$ cat src/rtl/regop_pkg.sv
// Package: field bit positions and widths shared by the register-operation unit.
// Assumes the field layout is fixed by the instruction encoding.
package regop_pkg;
    localparam int unsigned FIELD_W  = 12;
    localparam int unsigned B_CLR_A  = 11;
    localparam int unsigned B_CLR_E  = 10;
    localparam int unsigned B_CPL_A  = 9;
    localparam int unsigned B_CPL_E  = 8;
    localparam int unsigned B_ROT_R  = 7;
    localparam int unsigned B_ROT_L  = 6;
    localparam int unsigned B_INC_A  = 5;
    localparam int unsigned B_SK_POS = 4;
    localparam int unsigned B_SK_NEG = 3;
    localparam int unsigned B_SK_ZA  = 2;
    localparam int unsigned B_SK_ZE  = 1;
    localparam int unsigned B_HALT   = 0;
endpackage

$ cat src/rtl/regop_alu.sv
// Module: regop_alu
// Computes the next accumulator and E values for one operation field.
// Assumes the field has exactly one bit set; skip and halt bits leave both registers as they are.
module regop_alu
    import regop_pkg::*;
#(
    parameter int unsigned DATA_W = 16
) (
    input  logic [FIELD_W-1:0] op,
    input  logic [DATA_W-1:0]  acc,
    input  logic               ext,
    output logic [DATA_W-1:0]  acc_nx,
    output logic               ext_nx
);
    localparam int unsigned MSB = DATA_W - 1;

    // Select the result of the one operation that the field names.
    always_comb begin
        acc_nx = acc;
        ext_nx = ext;
        if (op[B_CLR_A]) begin
            acc_nx = '0;
        end else if (op[B_CLR_E]) begin
            ext_nx = 1'b0;
        end else if (op[B_CPL_A]) begin
            acc_nx = ~acc;
        end else if (op[B_CPL_E]) begin
            ext_nx = ~ext;
        end else if (op[B_ROT_R]) begin
            acc_nx = {ext, acc[MSB:1]};
            ext_nx = acc[0];
        end else if (op[B_ROT_L]) begin
            acc_nx = {acc[MSB-1:0], ext};
            ext_nx = acc[MSB];
        end else if (op[B_INC_A]) begin
            acc_nx = acc + 1'b1;
        end
    end
endmodule

$ cat src/rtl/regop_skip.sv
// Module: regop_skip
// Evaluates the skip test that the field selects against the present accumulator and E.
// Assumes at most one skip bit is set; yields 0 for fields that select no skip test.
module regop_skip
    import regop_pkg::*;
#(
    parameter int unsigned DATA_W = 16
) (
    input  logic [FIELD_W-1:0] op,
    input  logic [DATA_W-1:0]  acc,
    input  logic               ext,
    output logic               take
);
    localparam int unsigned MSB = DATA_W - 1;

    logic sign_bit;
    logic acc_zero;

    // Form the two accumulator status terms used by the tests.
    always_comb begin
        sign_bit = acc[MSB];
        acc_zero = (acc == '0);
    end

    // OR together the selected tests whose condition holds.
    always_comb begin
        take = (op[B_SK_POS] & ~sign_bit)
             | (op[B_SK_NEG] &  sign_bit)
             | (op[B_SK_ZA]  &  acc_zero)
             | (op[B_SK_ZE]  & ~ext);
    end
endmodule

$ cat src/rtl/acc_regop_unit.sv
// Module: acc_regop_unit
// Executes register-operation instructions on the accumulator and E flag.
// Assumes the caller strobes exec_en for one cycle per decoded instruction.
// Fields that are not one-hot are ignored, and strobes are ignored once halted.
module acc_regop_unit
    import regop_pkg::*;
#(
    parameter int unsigned DATA_W = 16
) (
    input  logic               clk,
    input  logic               rst_n,
    input  logic               exec_en,
    input  logic [11:0]        op_field,
    output logic [DATA_W-1:0]  acc_out,
    output logic               ext_out,
    output logic               skip_pulse,
    output logic               halted
);
    logic [DATA_W-1:0] acc_q, acc_nx;
    logic              ext_q, ext_nx;
    logic              skip_q, halt_q;
    logic              take;
    logic              one_hot;
    logic              fire;

    regop_alu #(.DATA_W(DATA_W)) i_alu (
        .op     (op_field),
        .acc    (acc_q),
        .ext    (ext_q),
        .acc_nx (acc_nx),
        .ext_nx (ext_nx)
    );

    regop_skip #(.DATA_W(DATA_W)) i_skip (
        .op   (op_field),
        .acc  (acc_q),
        .ext  (ext_q),
        .take (take)
    );

    // Qualify the strobe: one bit set and the machine not halted.
    always_comb begin
        one_hot = (op_field != '0) && ((op_field & (op_field - 1'b1)) == '0);
        fire    = exec_en && one_hot && !halt_q;
    end

    // Hold the registers and the skip and halt state.
    always_ff @(posedge clk) begin
        if (!rst_n) begin
            acc_q  <= '0;
            ext_q  <= 1'b0;
            skip_q <= 1'b0;
            halt_q <= 1'b0;
        end else begin
            skip_q <= fire && take;
            if (fire) begin
                acc_q <= acc_nx;
                ext_q <= ext_nx;
            end
            if (fire && op_field[B_HALT]) begin
                halt_q <= 1'b1;
            end
        end
    end

    assign acc_out    = acc_q;
    assign ext_out    = ext_q;
    assign skip_pulse = skip_q;
    assign halted     = halt_q;
endmodule

$ cat config.mk
export PLATFORM = sky130hd
export DESIGN_NAME = acc_regop_unit
export DESIGN_NICKNAME = d
export VERILOG_FILES = /design/src/rtl/regop_pkg.sv /design/src/rtl/regop_alu.sv /design/src/rtl/regop_skip.sv /design/src/rtl/acc_regop_unit.sv
export SDC_FILE = /design/constraint.sdc
export NUM_CORES = 1
export LEC_CHECK = 0
export ABC_AREA = 0
export BUFFER_PORTS_ARGS = -buffer_cell sky130_fd_sc_hd__buf_2
export CAP_MARGIN = 20
export CORE_MARGIN = 3
export CORE_UTILIZATION = 40
export DETAILED_ROUTE_END_ITERATION = 8
export PLACE_DENSITY = 0.61
export SLEW_MARGIN = 20
export SYNTH_ARGS = -nofsm -noshare
export SYNTH_HDL_FRONTEND = slang
export SYNTH_SLANG_ARGS = --single-unit
$ cat constraint.sdc
create_clock -name clk -period 2.3 [get_ports clk]
set_input_delay 0.23 -clock clk [delete_from_list [all_inputs] [get_ports clk]]
set_output_delay 0.23 -clock clk [all_outputs]
set_load 0.01 [all_outputs]
==> flow_summary.toml <==
[logic_synthesis]
ys_warn_count = 0
synthCells = 278
ys_seq_area_share_pct = 20.1
synth-edff-count = 0
synth.avg_cell_area_um2 = 6.81
syn_area_mm2 = 0.00189
synth_cell_types = 58
ys_ff_latch = 19
async_flop_share_pct = 0
synth_flop_cell = "dfxtp_1"
syn_nets = 295

[cts]
clk_pin_slew_ns = 0.08
cts_buffer_depth = 2
clkLatencyLatePin_ns = 0.26
cts_tree = "yes"
numCtsBuffers = 3
cts-root-buf = "clkbuf_8"
h-tree-depth = 1
cts_sinks = 19

[final_layout]
seq_area_um2 = 380
finalNetCount = 332
antenna_cells = 0
nFillCells = 466
drive_above_1_share_pct = 24.8
multi_input_area_mm2 = 0.00136
syn_to_final_growth_pct = 20.1

[worst_setup_path]
end_kind = "flop"
worst-path-max-fanout = 6
cp_data_required_time_ns = 2.46
critPathArrivalTime_ns = 2.24
start_kind = "flop"
crit_type = "reg2reg"

[grt]
overflow = 0
grt_max_degree = 31
grt_pass1_vias = 2038
antenna_found_initial = 0
grt_pass1_wl_um = 10200
track_usage_pct = 23.8

[pwr]
power_density_mw_per_mm2 = 321
p_leak_nw = 0.865
ir_drop_v = 0.000158

[timing]
finalSetupTns_ns = 0
tightest_slew_ns = 0.552
final-max-slew-violation-count = 0
period_minus_slack_ns = 2.08
worst_slack_ns = 0.215
maxSlewHeadroom_pct = 62.9
hold_viol = 0
setup_violations = 0
timing.fmax_ghz = 0.480
rsz0062_at_grt = "no"
fin_crit_sh_pct = 90.6
whs_ns = 0.261
fin_worst_skew_ns = 0.00196

[route]
drtAntennaViolNets = 0
viasPerCell = 6.19
drt_iter0_drc = 154
drcViolationCount = 0
drt-pass1-iter-count = 5
wl_per_cell_um = 17.2
wl_um = 6290
num_vias = 2265

[floorplanning]
die_h_um = 74.8
die_w_um = 74.8
floorplan.initialDensity_pct = 42.3
rows = 24
dieArea_mm2 = 0.00559
coreArea_mm2 = 0.00447
ios = 34

[job]
cap_violations = 0

[placement]
port_buffers = 33
pre_cts_slack_ns = 0.0656
dp_hpwl_um = 4560
gp_congestion = 0.903

[min_path]
min_path_type = "in2reg"

[status]
outcome = "finished, final reports clean"
[repair_timing]
| item | 4_1_cts | 5_1_grt |
|---|---|---|
| gates resized for setup | 0 | 2 |
| hold buffers | 0 | 0 |
| buffers inserted | 0 | 0 |
| setup endpoints to repair | 0 | 2 |
[critical path: stages (launching register included)]
cell      delay (ns)
dfxtp_1         0.34
nand4_1         0.31
nor4_2          0.49
mux2_2          0.39
o21bai_1        0.12
a21oi_1         0.07
o41ai_1         0.26
[synthesized netlist by cell type, types with 5 or more instances]
library cell	instances	share of area [%]
a21oi_1	37	9.8
and2_1	6	2.0
clkbuf_1	24	4.8
dfxtp_1	19	20
inv_1	13	2.6
mux2i_1	5	2.6
nand2_1	27	5.4
nand3_1	6	1.6
nand4_1	6	2.0
nor2_1	20	4.0
nor3_1	7	1.9
nor4_1	9	3.0
o211ai_1	7	2.8
o21ai_0	16	4.2
or3_1	5	1.7
[per-stage QoR]
step	instances	total power, mW	utilization [%]	area (um^2)
floorplan	278	0.426	-	1890
global placement	362	0.481	49.5	2220
detailed placement	362	0.482	49.5	2220
CTS	366	0.735	50.5	2260
global route	366	0.761	50.8	2270
finish	366	0.729	50.8	2270
[cells by family after synthesis]
group                      share of synthesized area (%)
and+or+nand+nor                                     29.5
xor gates and xnor gates                           0.463
AOI/OAI and AO/OA                                   35.6
adders and majority gates                           1.85
DFF                                                 20.1
buffers and inverters                               8.59
muxes                                               3.83
[cell type report]
type	instances	area share (%)
inverters	14	2.31
multi-input cells	217	59.9
flip-flops and latches	19	16.7
well taps	52	2.86
clock buffers	4	1.98
repair buffers	60	16.2
[power breakdown]
part | switching (mW) | leakage (nW) | internal [mW] | total [mW]
Clock | 0.128 | 0.0228 | 0.124 | 0.252
Combinational | 0.0948 | 0.690 | 0.0543 | 0.149
Sequential | 0.0000228 | 0.153 | 0.329 | 0.329
[flip-flops by register name (all words and copies together), names as in the netlist]
signal / flops
halted: 1
acc_out: 16
ext_out: 1
skip_pulse: 1
[per-layer routing]
layer	wire, um	vias to the layer above	track usage [%]
met3	446	10	3.07
met2	2780	116	36.6
met1	2970	1035	34.7
met5	0	-	0
met4	93	0	7.11
li1	-	1104	-
[placed cells by master (no fill, tap or decap), drive strengths merged, types with 3 or more instances in the layout]
cell | netlist | layout
and3 | 3 | 3
o31ai | 3 | 3
o211ai | 7 | 7
nand4 | 7 | 7
or2 | 3 | 3
a31oi | 3 | 3
nand3 | 6 | 6
a221oi | 3 | 3
o311ai | 3 | 3
dfxtp | 19 | 19
nor4 | 9 | 9
clkbuf | 25 | 4
inv | 14 | 14
and2 | 6 | 6
o21a | 4 | 4
o21ai | 18 | 18
mux2i | 5 | 5
a21oi | 37 | 37
or3 | 6 | 6
buf | 3 | 60
nand2 | 27 | 27
nor3 | 7 | 7
nor2 | 21 | 21
a211oi | 3 | 3
[path summary, 6_finish.rpt]
check | start | to | slack (ns) | cells past startpoint
max | acc_out[7] | acc_out[13] | 0.22 | 6
min | op_field[0] | halted | 0.26 | 3
max reg2reg | acc_out[7] | acc_out[13] | 0.22 | 6
min reg2reg | halted | halted | 0.51 | 2
(Power assumes the default switching activity.)
